`config.mk`:
```
export PLATFORM = sky130hd
export DESIGN_NAME = flash_evt_regs
export DESIGN_NICKNAME = d
export VERILOG_FILES = /design/src/rtl/flash_evt_pkg.sv /design/src/rtl/flash_evt_regmux.sv /design/src/rtl/flash_evt_cmd.sv /design/src/rtl/flash_evt_intstat.sv /design/src/rtl/flash_evt_cfg.sv /design/src/rtl/flash_evt_regs.sv
export SDC_FILE = /design/constraint.sdc
export NUM_CORES = 1
export LEC_CHECK = 0
export BUFFER_PORTS_ARGS = -buffer_cell sky130_fd_sc_hd__clkbuf_2
export CAP_MARGIN = 10
export CORE_ASPECT_RATIO = 0.6
export CORE_MARGIN = 4
export CORE_UTILIZATION = 63
export CTS_BUF_LIST = sky130_fd_sc_hd__clkbuf_8
export DETAILED_ROUTE_END_ITERATION = 7
export GPL_TIMING_DRIVEN = 0
export PLACE_DENSITY = 0.85
export SLEW_MARGIN = 20
export SYNTH_ARGS = -nofsm -noshare
export SYNTH_HDL_FRONTEND = slang
export SYNTH_HIERARCHICAL = 1
export SYNTH_SLANG_ARGS = --single-unit
```
`constraint.sdc`:
```
create_clock -name clk -period 2.96 [get_ports clk]
set_input_delay 0.148 -clock clk [delete_from_list [all_inputs] [get_ports clk]]
set_output_delay 0.148 -clock clk [all_outputs]
set_load 0.01 [all_outputs]
```
`src/rtl/flash_evt_pkg.sv`:
```
package flash_evt_pkg;

  localparam int unsigned DATA_W     = 16;
  localparam int unsigned EVT_N      = 4;
  localparam int unsigned INT_MASTER = 15;
  localparam int unsigned DONE_LSB   = 4;
  localparam int unsigned ERR_LSB    = 10;
  localparam int unsigned CFG1_POL   = 6;
  localparam int unsigned CFG1_RDY   = 7;

  localparam logic [DATA_W-1:0] CFG1_RST  = 16'h40C0;
  localparam logic [DATA_W-1:0] INT_COLD  = 16'h8080;
  localparam logic [DATA_W-1:0] INT_WARM  = 16'h8010;
  localparam logic [DATA_W-1:0] CFG1_RDM  = 16'hFFE0;
  localparam logic [DATA_W-1:0] ERR_MASK  = {{(DATA_W-ERR_LSB-EVT_N){1'b0}}, {EVT_N{1'b1}}, {ERR_LSB{1'b0}}};

  typedef enum logic [2:0] {
    SEL_NONE, SEL_CMD, SEL_CFG1, SEL_CFG2, SEL_STAT, SEL_INT
  } reg_sel_e;

  function automatic logic known_cmd(input logic [DATA_W-1:0] code);
    case (code)
      16'h0000, 16'h0013, 16'h0080, 16'h001A, 16'h001B,
      16'h0023, 16'h0027, 16'h002A, 16'h002C, 16'h0071,
      16'h0094, 16'h0095, 16'h00B0, 16'h0030, 16'h00F0,
      16'h00F3, 16'h0065: known_cmd = 1'b1;
      default:            known_cmd = 1'b0;
    endcase
  endfunction

endpackage

```
`src/rtl/flash_evt_regmux.sv`:
```
module flash_evt_regmux
  import flash_evt_pkg::*;
#(
  parameter int unsigned ADDR_W   = 4,
  parameter int unsigned OFS_CMD  = 0,
  parameter int unsigned OFS_CFG1 = 1,
  parameter int unsigned OFS_CFG2 = 2,
  parameter int unsigned OFS_STAT = 3,
  parameter int unsigned OFS_INT  = 4
) (
  input  logic              clk,
  input  logic              rst_n,
  input  logic [ADDR_W-1:0] addr,
  input  logic [DATA_W-1:0] cmd_q,
  input  logic [DATA_W-1:0] cfg1_q,
  input  logic [DATA_W-1:0] cfg2_q,
  input  logic [DATA_W-1:0] stat_q,
  input  logic [DATA_W-1:0] int_q,
  output reg_sel_e          sel,
  output logic [DATA_W-1:0] rdata_q
);

  logic [DATA_W-1:0] rdata_d;

  always_comb begin
    sel = SEL_NONE;
    if      (int'(addr) == OFS_CMD)  sel = SEL_CMD;
    else if (int'(addr) == OFS_CFG1) sel = SEL_CFG1;
    else if (int'(addr) == OFS_CFG2) sel = SEL_CFG2;
    else if (int'(addr) == OFS_STAT) sel = SEL_STAT;
    else if (int'(addr) == OFS_INT)  sel = SEL_INT;
  end

  always_comb begin
    case (sel)
      SEL_CMD:  rdata_d = cmd_q;
      SEL_CFG1: rdata_d = cfg1_q & CFG1_RDM;
      SEL_CFG2: rdata_d = cfg2_q;
      SEL_STAT: rdata_d = stat_q;
      SEL_INT:  rdata_d = int_q;
      default:  rdata_d = '0;
    endcase
  end

  always_ff @(posedge clk or negedge rst_n) begin
    if (!rst_n) rdata_q <= '0;
    else        rdata_q <= rdata_d;
  end

  // the low five bits of config-1 never reach the bus
  a_r11_cfg1_low: assert property (@(posedge clk) disable iff (!rst_n)
    (sel == SEL_CFG1) |=> (rdata_q[4:0] == 5'd0));

endmodule

```
`src/rtl/flash_evt_cmd.sv`:
```
module flash_evt_cmd
  import flash_evt_pkg::*;
(
  input  logic              clk,
  input  logic              rst_n,
  input  logic              warm_rst,
  input  logic              wr_en,
  input  logic [DATA_W-1:0] wdata,
  input  logic              int_busy,
  output logic [DATA_W-1:0] cmd_q,
  output logic              cmd_valid,
  output logic              unknown
);

  logic              take;
  logic              cmd_en;
  logic [DATA_W-1:0] cmd_d;
  logic              valid_d;

  always_comb begin
    take    = wr_en && !int_busy && !warm_rst;
    unknown = take && !known_cmd(wdata);
    cmd_en  = take || warm_rst;
    cmd_d   = warm_rst ? '0 : wdata;
    valid_d = take && known_cmd(wdata);
  end

  always_ff @(posedge clk or negedge rst_n) begin
    if (!rst_n) begin
      cmd_q     <= '0;
      cmd_valid <= 1'b0;
    end else begin
      if (cmd_en) cmd_q <= cmd_d;
      cmd_valid <= valid_d;
    end
  end

  // a write while the master flag is pending leaves no trace
  a_r5_gated: assert property (@(posedge clk) disable iff (!rst_n)
    (wr_en && int_busy && !warm_rst) |=> (!cmd_valid && $stable(cmd_q)));

  // a forwarded command is always a recognised code
  a_r6_known_only: assert property (@(posedge clk) disable iff (!rst_n)
    cmd_valid |-> known_cmd(cmd_q));

endmodule

```
`src/rtl/flash_evt_intstat.sv`:
```
module flash_evt_intstat
  import flash_evt_pkg::*;
(
  input  logic              clk,
  input  logic              rst_n,
  input  logic              warm_rst,
  input  logic              wr_int,
  input  logic [DATA_W-1:0] wdata,
  input  logic              done_valid,
  input  logic [EVT_N-1:0]  done_type,
  input  logic [EVT_N-1:0]  done_err,
  input  logic              unknown,
  output logic [DATA_W-1:0] int_q,
  output logic [DATA_W-1:0] stat_q
);

  logic [DATA_W-1:0] int_masked;
  logic [DATA_W-1:0] post_int;
  logic [DATA_W-1:0] post_err;
  logic [DATA_W-1:0] int_d;
  logic [DATA_W-1:0] stat_d;
  logic              ack_clr;
  logic              upd_en;

  always_comb begin
    int_masked = wr_int ? (int_q & wdata) : int_q;
    ack_clr    = wr_int && !int_masked[INT_MASTER];

    post_int = '0;
    post_int[INT_MASTER] = done_valid || unknown;
    post_int[DONE_LSB +: EVT_N] = done_valid ? done_type : '0;

    post_err = '0;
    post_err[ERR_LSB +: EVT_N] = done_valid ? done_err : '0;
    post_err[ERR_LSB] = post_err[ERR_LSB] || unknown;

    int_d  = int_masked | post_int;
    stat_d = (ack_clr ? (stat_q & ~ERR_MASK) : stat_q) | post_err;
    if (warm_rst) begin
      int_d  = INT_WARM;
      stat_d = '0;
    end
    upd_en = wr_int || done_valid || unknown || warm_rst;
  end

  always_ff @(posedge clk or negedge rst_n) begin
    if (!rst_n) begin
      int_q  <= INT_COLD;
      stat_q <= '0;
    end else if (upd_en) begin
      int_q  <= int_d;
      stat_q <= stat_d;
    end
  end

  // acknowledge is a pure AND mask when nothing else is posted
  a_r3_and_mask: assert property (@(posedge clk) disable iff (!rst_n)
    (wr_int && !done_valid && !unknown && !warm_rst)
      |=> (int_q == ($past(int_q) & $past(wdata))));

  // dropping the master flag wipes the error flags
  a_r4_err_clear: assert property (@(posedge clk) disable iff (!rst_n)
    (wr_int && !(int_q[INT_MASTER] && wdata[INT_MASTER]) && !done_valid && !unknown && !warm_rst)
      |=> ((stat_q & ERR_MASK) == '0));

  // a completion post raises the master flag and its done bit
  a_r8_post: assert property (@(posedge clk) disable iff (!rst_n)
    (done_valid && !warm_rst)
      |=> (int_q[INT_MASTER] && ((int_q[DONE_LSB +: EVT_N] & $past(done_type)) == $past(done_type))));

  // warm reset values
  a_r2_warm: assert property (@(posedge clk) disable iff (!rst_n)
    warm_rst |=> ((int_q == INT_WARM) && (stat_q == '0)));

endmodule

```
`src/rtl/flash_evt_cfg.sv`:
```
module flash_evt_cfg
  import flash_evt_pkg::*;
(
  input  logic              clk,
  input  logic              rst_n,
  input  logic              warm_rst,
  input  logic              wr_cfg1,
  input  logic              wr_cfg2,
  input  logic [DATA_W-1:0] wdata,
  output logic [DATA_W-1:0] cfg1_q,
  output logic [DATA_W-1:0] cfg2_q,
  output logic              rdy_q
);

  logic              c1_en, c2_en;
  logic [DATA_W-1:0] c1_d, c2_d;
  logic              rdy_d;

  always_comb begin
    c1_en = wr_cfg1 || warm_rst;
    c2_en = wr_cfg2 || warm_rst;
    c1_d  = warm_rst ? CFG1_RST : wdata;
    c2_d  = warm_rst ? '0 : wdata;
    rdy_d = warm_rst ? 1'b1 : wdata[CFG1_RDY];
  end

  always_ff @(posedge clk or negedge rst_n) begin
    if (!rst_n) begin
      cfg1_q <= CFG1_RST;
      cfg2_q <= '0;
      rdy_q  <= 1'b1;
    end else begin
      if (c1_en) cfg1_q <= c1_d;
      if (c2_en) cfg2_q <= c2_d;
      if (c1_en) rdy_q  <= rdy_d;
    end
  end

  // ready follows bit 7 of each config-1 write
  a_r10_rdy: assert property (@(posedge clk) disable iff (!rst_n)
    (wr_cfg1 && !warm_rst) |=> (rdy_q == $past(wdata[CFG1_RDY])));

endmodule

```
`src/rtl/flash_evt_regs.sv`:
```
module flash_evt_regs
  import flash_evt_pkg::*;
#(
  parameter int unsigned ADDR_W   = 4,
  parameter int unsigned OFS_CMD  = 0,
  parameter int unsigned OFS_CFG1 = 1,
  parameter int unsigned OFS_CFG2 = 2,
  parameter int unsigned OFS_STAT = 3,
  parameter int unsigned OFS_INT  = 4
) (
  input  logic              clk,
  input  logic              rst_n,
  input  logic              warm_rst,
  input  logic [ADDR_W-1:0] bus_addr,
  input  logic              bus_we,
  input  logic [15:0]       bus_wdata,
  output logic [15:0]       bus_rdata,
  input  logic              done_valid,
  input  logic [3:0]        done_type,
  input  logic [3:0]        done_err,
  output logic              cmd_valid,
  output logic [15:0]       cmd_code,
  output logic              irq,
  output logic              rdy
);

  reg_sel_e          sel;
  logic [DATA_W-1:0] cmd_q, cfg1_q, cfg2_q, stat_q, int_q;
  logic              unknown;
  logic              wr_cmd, wr_cfg1, wr_cfg2, wr_int;

  always_comb begin
    wr_cmd  = bus_we && (sel == SEL_CMD);
    wr_cfg1 = bus_we && (sel == SEL_CFG1);
    wr_cfg2 = bus_we && (sel == SEL_CFG2);
    wr_int  = bus_we && (sel == SEL_INT);
  end

  flash_evt_regmux #(
    .ADDR_W(ADDR_W), .OFS_CMD(OFS_CMD), .OFS_CFG1(OFS_CFG1),
    .OFS_CFG2(OFS_CFG2), .OFS_STAT(OFS_STAT), .OFS_INT(OFS_INT)
  ) u_mux (
    .clk(clk), .rst_n(rst_n), .addr(bus_addr),
    .cmd_q(cmd_q), .cfg1_q(cfg1_q), .cfg2_q(cfg2_q),
    .stat_q(stat_q), .int_q(int_q),
    .sel(sel), .rdata_q(bus_rdata)
  );

  flash_evt_cmd u_cmd (
    .clk(clk), .rst_n(rst_n), .warm_rst(warm_rst),
    .wr_en(wr_cmd), .wdata(bus_wdata), .int_busy(int_q[INT_MASTER]),
    .cmd_q(cmd_q), .cmd_valid(cmd_valid), .unknown(unknown)
  );

  flash_evt_intstat u_int (
    .clk(clk), .rst_n(rst_n), .warm_rst(warm_rst),
    .wr_int(wr_int), .wdata(bus_wdata),
    .done_valid(done_valid), .done_type(done_type), .done_err(done_err),
    .unknown(unknown), .int_q(int_q), .stat_q(stat_q)
  );

  flash_evt_cfg u_cfg (
    .clk(clk), .rst_n(rst_n), .warm_rst(warm_rst),
    .wr_cfg1(wr_cfg1), .wr_cfg2(wr_cfg2), .wdata(bus_wdata),
    .cfg1_q(cfg1_q), .cfg2_q(cfg2_q), .rdy_q(rdy)
  );

  assign cmd_code = cmd_q;
  assign irq      = int_q[INT_MASTER] ^ ~cfg1_q[CFG1_POL];

  // an unknown code raises the command error and master flag
  a_r7_unknown: assert property (@(posedge clk) disable iff (!rst_n)
    (unknown && !warm_rst) |=> (stat_q[ERR_LSB] && int_q[INT_MASTER] && !cmd_valid));

endmodule

```
==> results.yml, run 1 <==
run_status:
  status: "finished clean"
hold_path:
  hold_start: "done_err[1]"
  whs_path_depth: 2
  hold_path_end: "u_int/stat_q[11]"
  hp-class: "in2reg"
worst_setup_path:
  cp_cell_sequence: "clkbuf_2 -> buf_6 -> nor3b_4 -> nor2b_1 -> or2_2 -> and4bb_1 -> nor3b_2 -> buf_2 -> o21a_1 -> a21oi_1 -> o2bb2ai_1"
  crit_buf_inv: 3
  rr_endpoint: "u_cmd/cmd_q[14]"
  slowest_stage: "nor3b_2"
  endpoint_kind: "flip-flop"
  max_stage_delay_ps: 700
  critical_path_class: "in2reg"
  reg2reg_from: "u_int/int_q[15]"
  crit_arrival_ps: 2810
  start_kind: "input pin"
  r2r_slack_ps: 820
  crit_start: "bus_addr[1]"
  worst-r2r-cell-count: 4
  crit_fanout: 10
  critical_path_required_ps: 3240
  crit_family: "simple AND/OR/NAND/NOR gates"
clocking:
  worstSkewPairLatency_ps: 350
  cts_resized: 0
  htreeDepth: 3
  cts_setup_buffers: 0
  clock-root-buffer: "clkbuf_8"
  cts_buffers: 9
  cts.path.max_buffers: 2
  cts.clk_slew.worst_paths_ps: 80
  tritoncts: "built"
  clock-sinks: 80
finish:
  fillers: 412
  final_util: 0.7846
  nets: 465
  num_antenna_cells: 0
  seqCellArea_um2: 2008
  multi_input_area_um2: 1797
  final_area_um2: 4881
  final_cell_count_no_fill: 521
  areaGrowthSynthToFinish_pct: 18.64
  drive_gt1_frac: 0.3661
placed_design:
  postPlaceCellArea_um2: 4616
  port_buffers: 65
  dpl.cell_count: 503
  dp_hpwl_um: 7860
  globalplace.congestion: 0.8272
power_and_ir_drop:
  p_per_area_nw_per_um2: 483.6
  leakagePower_nw: 2.347
  peakVddDrop_mv: 0.3198
  power_mw: 2.361
floorplan:
  num_io_pins: 68
  core.rowCount: 22
  die_h_um: 70.60
  start_util: 0.6613
  fp.coreArea_um2: 6221
  die_area_um2: 7930
  die_w_um: 112.3
sta:
  post-route-min-period_ps: 2527
  drv_slew: 0
  setup_viol_count_final: 0
  skew_ps: 9.106
  slew_headroom: 0.3531
  finalSetupTns_ps: 0
  rsz0062_at_grt: "no"
  period_share: 0.8537
  max_freq_mhz: 395.7
  hold_viol: 0
  worstMarginPinSlew_ps: 970.4
route:
  routed_via_density: 6.284
  wl_per_cell_um: 21.76
  drc_errors: 0
  final_antenna_net_count: 0
  firstDrtPassIters: 5
  routed_wl_um: 11340
  drt_iter0_markers: 268
  num_vias: 3274
global_route:
  antenna_found_initial: 0
  met2_usage: 0.4218
  grtUsageMet1: 0.4120
  grt-ovfl-total: 0
  grt_pass1_wl_um: 17590
  grt.met3_usage: 0.1137
  grtUsageTotal: 0.2907
  busiest_layer: "met2"
  grt_max_degree: 54
  grt_pass1_vias: 3275
logic_synthesis:
  syn_inst: 342
  syn_area_um2: 4114
  yosysWarnings: 6
  syn_avg_cell_area_um2: 12.03
job:
  maxCapViolations: 0
-- cell usage in the layout (no fill, tap or decap), drive strengths merged, types with 7 or more instances in the layout --
master	count
clkbuf	78
dfrtp	75
mux2i	38
buf	38
nor2	30
a22o	19
a22oi	18
nand3	13
conb	12
o211a	11
o221ai	11
nor2b	9
a21oi	9
o21ai	8
nand2	7
-- metrics by stage --
stage,hold slack (ps),worst slack (ps)
after global placement,352.0,195.0
final,10.22,432.9
after detailed placement,132.6,150.8
after CTS,2.131,508.8
after global routing,1.158,348.5
after floorplan,-147.6,850.8
-- report_power, final --
group | switching, mW | leakage, nW | total [mW] | internal (mW)
Sequential | 0.0112 | 1.09 | 1.12 | 1.11
Combinational | 0.160 | 1.13 | 0.260 | 0.0997
Clock | 0.398 | 0.128 | 0.978 | 0.580
Total | 0.569 | 2.35 | 2.36 | 1.79
-- state kept, by name, summed over array words and instances (netlist names) --
name             cells
u_cfg/cfg1_q        11
u_cfg/cfg2_q        16
u_cmd/cmd_q         16
u_cmd/cmd_valid      1
u_int/int_q         16
u_int/stat_q         4
u_mux/rdata_q       16
-- metal layers --
| layer | routed length [µm] | share of wire |
|---|---|---|
| met5 | 0 | 0 |
| met4 | 125 | 0.011 |
| met1 | 4848 | 0.43 |
| met2 | 4954 | 0.44 |
| met3 | 1410 | 0.12 |
-- how the worst max path moves through the flow --
stage                       end  cells past startpoint
6_report       u_int/stat_q[10]                     11
4_1_cts        u_int/stat_q[10]                     11
2_1_floorplan  u_int/stat_q[10]                     10
3_3_place_gp   u_int/stat_q[10]                     11
3_5_place_dp   u_int/stat_q[10]                     11
5_1_grt        u_int/stat_q[10]                     11
-- repair_timing --
action | CTS | global route
hold endpoints to repair | 26 | 0
endpoints found under the setup margin | 0 | 0
hold buffers | 2 | 0
-- cell type report --
type,instances,area share
timing repair buffer,68,0.07690
tap,84,0.02153
multi-input combinational,230,0.3681
clock inverter,6,0.02205
inverter,3,0.002307
clock buffer,10,0.02820
buffer,40,0.06947
sequential,80,0.4114
Power figures use the tool's default switching activity.
==> run 2: changes to the inputs <==
- ABC_AREA: default -> 1
- CORE_MARGIN: 4 -> 2
- CORE_UTILIZATION: 63 -> 64
- PLACE_DENSITY: 0.85 -> 0.86
==> run 2 against run 1 <==
Sequential cell count stayed put. Setup slack better by 300 ps. Utilization decreased by 1.5 points. Die area shrank 6.1%. Hold slack improved by 2.1 ps. Routed wire length is 15% higher. Count of clock-buffer cells in the layout is the same. Critical path type unchanged.
==> results.yml, run 2 <==
finish:
  final_cell_count_no_fill: 736
  num_antenna_cells: 0
  final_cell_mix: "nand2_1 (147), nand3_1 (102), dfrtp_1 (75)"
  fillers: 476
  seqCellArea_um2: 2008
  final_common_cell: "nand2_1"
  areaGrowthSynthToFinish_pct: 17.47
  multi_input_area_um2: 1843
  nets: 677
  drive_gt1_frac: 0.2789
sta:
  post-route-min-period_ps: 2232
  setup_viol_count_final: 0
  worstMarginPinSlew_ps: 595.4
  finalSetupTns_ps: 0
  skew_ps: 7.433
  rsz0062_at_grt: "no"
  slew_headroom: 0.6031
  max_freq_mhz: 448.0
  period_share: 0.7541
  drv_slew: 0
  hold_viol: 0
  fin_ws_ps: 728.0
power_and_ir_drop:
  peakVddDrop_mv: 0.3278
  p_per_area_nw_per_um2: 451.5
  leakagePower_nw: 2.789
  power_mw: 2.291
global_route:
  grtUsageTotal: 0.3758
  grt_max_degree: 44
  grt_pass1_wl_um: 19910
  grt_pass1_vias: 3921
  antenna_found_initial: 0
  grt-ovfl-total: 0
hold_path:
  hold_start: "done_type[1]"
  hp-class: "in2reg"
logic_synthesis:
  syn_inst: 552
  yosysWarnings: 6
  syn_avg_cell_area_um2: 7.825
  syn_area_um2: 4319
worst_setup_path:
  critical_path_class: "in2reg"
  critical_path_required_ps: 3250
  crit_arrival_ps: 2520
  cpMostUsedCell: "nor2_1"
  crit_start: "bus_addr[0]"
  start_kind: "input pin"
  crit_buf_inv: 5
  endpoint_kind: "flip-flop"
  max_stage_delay_ps: 370
  slowest_stage: "nor2_2"
  crit_family: "simple AND/OR/NAND/NOR gates"
  reg2reg_from: "u_int/int_q[15]"
  crit_fanout: 10
  cp_cell_sequence: "clkbuf_2 -> nor2_2 -> buf_2 -> nor4_1 -> inv_1 -> nand2_1 -> nor2_1 -> nand3_1 -> buf_2 -> a21oi_2 -> inv_1 -> nand2_2 -> nor2_1 -> nor2_1"
clocking:
  cts_setup_buffers: 0
  worstSkewPairLatency_ps: 370
  cts.path.max_buffers: 2
  clock-sinks: 80
  clock-root-buffer: "clkbuf_8"
  cts_buffers: 9
  cts.clk_slew.worst_paths_ps: 70
  tritoncts: "built"
  htreeDepth: 3
floorplan:
  die_h_um: 67.64
  die_area_um2: 7444
  core.rowCount: 23
  start_util: 0.6554
  die_w_um: 110.1
  num_io_pins: 68
  fp.coreArea_um2: 6590
placed_design:
  globalplace.congestion: 0.9388
  dp_slack_ps: 558.0
  port_buffers: 66
  dpl.cell_count: 717
  dp_hpwl_um: 9397
route:
  firstDrtPassIters: 6
  routed_wl_um: 13060
  wl_per_cell_um: 17.74
  drc_errors: 0
  num_vias: 4194
  final_antenna_net_count: 0
  routed_via_density: 5.698
  drt_iter0_markers: 509
run_status:
  status: "finished clean"
job:
  maxCapViolations: 0
run 2: layout make-up:
class	count	area share
sequential	80	0.3958
multi-input combinational	392	0.3633
clock inverter	6	0.01652
inverter	51	0.03773
clock buffer	10	0.02713
tap	87	0.02145
buffer	40	0.06264
timing repair buffer	70	0.07546
run 2: worst paths after layout:
| check | end | slack [ps] | cells past startpoint |
|---|---|---|---|
| max reg2reg | u_int/stat_q[10] | 1110 | 8 |
| max in group asynchronous | u_cfg/cfg1_q[14] | 1960 | 3 |
| min reg2reg | u_cfg/cfg1_q[14] | 470 | 2 |
| min in group asynchronous | u_cmd/cmd_q[6] | 330 | 2 |
| max | u_int/stat_q[10] | 730 | 14 |
| min | u_int/int_q[5] | 10 | 3 |
run 2: report_power, final:
group,leakage [nW],internal (mW),switching (mW),total [mW]
logic,1.59,0.0850,0.186,0.271
registers,1.09,1.11,0.0102,1.12
clock network,0.110,0.493,0.405,0.898
total,2.79,1.69,0.601,2.29
run 2: worst min-delay path, stage by stage:
cell and delay (ps):
clkbuf_2 80, nand2_1 50, a21oi_1 60
run 2: timing repair:
item | CTS | global route
hold buffers | 3 | 0
gates resized for setup | 0 | 0
endpoints found under the hold margin | 36 | 0
run 2: through the flow:
| stage | instance area [µm²] | hold WS [ps] | util |
|---|---|---|---|
| floorplan | 4360 | -147.6 | - |
| global placement | 4800 | 341.8 | 0.7283 |
| detailed placement | 4822 | 186.2 | 0.7317 |
| CTS | 5074 | 6.007 | 0.7699 |
| global route | 5074 | 0.6300 | 0.7699 |
| finish | 5074 | 12.27 | 0.7699 |
run 2: metal layers:
| layer | share of wire | vias up | track usage |
|---|---|---|---|
| li1 | - | 1924 | - |
| met1 | 0.42 | 1937 | 0.5142 |
| met2 | 0.42 | 297 | 0.5391 |
| met3 | 0.14 | 36 | 0.1554 |
| met4 | 0.025 | 0 | 0.1282 |
| met5 | 0 | - | 0 |
==> run 3: changes to the inputs <==
- CORE_UTILIZATION: 64 -> 53
- PLACE_DENSITY: 0.86 -> 0.76
- clock period: 2.96 -> 1.8 ns (I/O delays scaled with it)
==> run 3 against run 2 <==
Sequential share of layout area decreased by 0.59 points. Cell area increased by 1.5%. Clock power increased by 29%. Utilization decreased by 12 points. Clock skew increased by 1.4 ps. Via count decreased by 1.8%. Register-to-register slack got worse by 930 ps. Count of clock-buffer cells in the layout decreased by 1. Sequential power increased by 64%. Non-clock buffer count increased by 7. Die area increased by 20%. Critical path depth decreased by 2. Critical endpoint is now u_cmd/cmd_q[3]. Largest power group unchanged.
==> results.yml, run 3 (synthesized netlist as in run 2, its figures left out) <==
power_and_ir_drop:
  seqPwrFrac: 0.533
  clkPwrFrac: 0.334
  pwr-share-comb: 0.133
  switchingPower_mw: 0.9957
  p_int_mw: 2.466
  p_per_area_nw_per_um2: 672.1
  peakVddDrop_mv: 0.5002
  power_mw: 3.461
  p_sw_frac: 0.2877
  leakagePower_nw: 2.808
finish:
  final_area_um2: 5150
  final_cell_mix: "nand2_1 (147), nand3_1 (101), dfrtp_1 (75)"
  fillers: 697
  seqCellArea_um2: 2008
  drive_gt1_frac: 0.2851
  num_antenna_cells: 0
  final_cell_count_no_fill: 764
  final_util: 0.6533
  areaGrowthSynthToFinish_pct: 19.24
  multi_input_area_um2: 1874
  nets: 684
  final_common_cell: "nand2_1"
route:
  wl_per_cell_um: 16.65
  drc_errors: 0
  final_antenna_net_count: 0
  num_vias: 4119
  routed_via_density: 5.391
  routed_wl_um: 12720
  drt_iter0_markers: 502
  firstDrtPassIters: 5
floorplan:
  fp.coreArea_um2: 7883
  start_util: 0.5479
  die_h_um: 73.93
  die_w_um: 120.5
  die_area_um2: 8911
  num_io_pins: 68
  core.rowCount: 25
global_route:
  antenna_found_initial: 0
  grt_max_degree: 54
  grt_pass1_wl_um: 20160
  grt-ovfl-total: 0
  grtUsageTotal: 0.3067
  grt_pass1_vias: 3871
sta:
  slew_headroom: 0.6217
  hold_viol: 0
  max_freq_mhz: 603.3
  setup_viol_count_final: 0
  finalSetupTns_ps: 0
  drv_slew: 0
  period_share: 0.9209
  fin_ws_ps: 142.4
  post-route-min-period_ps: 1658
  hold_slack_ps: 7.206
  worstMarginPinSlew_ps: 567.5
  skew_ps: 8.797
placed_design:
  dp_hpwl_um: 9076
  globalplace.congestion: 0.9377
  postPlaceCellArea_um2: 4856
  port_buffers: 66
  dp_slack_ps: -552.2
  dpl.cell_count: 738
clocking:
  tritoncts: "built"
  clock-sinks: 80
  cts_buffers: 9
  htreeDepth: 3
  cts.clk_slew.worst_paths_ps: 80
  cts.path.max_buffers: 2
  clock-root-buffer: "clkbuf_8"
  worstSkewPairLatency_ps: 380
hold_path:
  hp-class: "in2reg"
worst_setup_path:
  critical_path_required_ps: 2090
  endpoint_kind: "flip-flop"
  crit_fanout: 10
  crit_arrival_ps: 1950
  critical_path_class: "in2reg"
  start_kind: "input pin"
run_status:
  status: "finished clean"
job:
  maxCapViolations: 0
## run 3: path summary, 6_finish.rpt
kind / from / end / slack (ps) / cells past startpoint
setup reg to reg: u_int/int_q[15] / u_cmd/cmd_q[3] / 180 / 5
min in group asynchronous: rst_n / u_cmd/cmd_q[3] / 210 / 2
hold / removal: bus_wdata[10] / u_cfg/cfg1_q[10] / 7 / 3
max in group asynchronous: rst_n / u_int/int_q[7] / 930 / 3
hold reg to reg: u_cfg/cfg1_q[14] / u_cfg/cfg1_q[14] / 480 / 2
setup / recovery: bus_addr[1] / u_cmd/cmd_q[3] / 140 / 12
## run 3: per-layer routing
metal,routed length [µm],vias to the layer above,share of wire,GRT usage
li1,-,1949,-,-
met5,0,-,0,0
met1,5460,1924,0.43,0.4313
met3,1682,18,0.13,0.1203
met4,148,0,0.012,0.08527
met2,5431,228,0.43,0.4451
## run 3: layout make-up
type | instances | share of cell area
clock inverters | 7 | 0.007532
inverters | 51 | 0.03717
clock buffers | 9 | 0.02405
well taps | 108 | 0.02624
flip-flops and latches | 80 | 0.3899
plain buffers | 40 | 0.06268
repair buffers | 77 | 0.08844
multi-input cells | 392 | 0.3639
## run 3: worst max-delay path: stages
cell	delay, ps
clkbuf_2	140
nand2_1	100
inv_2	110
buf_4	200
nor4_2	240
inv_1	80
nand2_1	140
nor2_4	70
nand2_1	230
buf_2	320
nand3_1	120
o21ai_0	100
## run 3: what timing repair did
item / 4_1_cts / 5_1_grt
endpoints found under the setup margin: 2 / 12
hold buffers: 8 / 0
setup buffers: 0 / 2
gates resized for setup: 2 / 6
endpoints found under the hold margin: 35 / 0
pin swaps: 0 / 1
## run 3: power groups by stage
stage	Combinational [mW]	Clock, mW	Sequential, mW
final	0.459	1.16	1.84
after CTS	0.443	1.19	1.84
after detailed placement	0.427	0	1.88
after global routing	0.501	1.25	1.85
after floorplan	0.220	0	1.88
after global placement	0.411	0	1.88
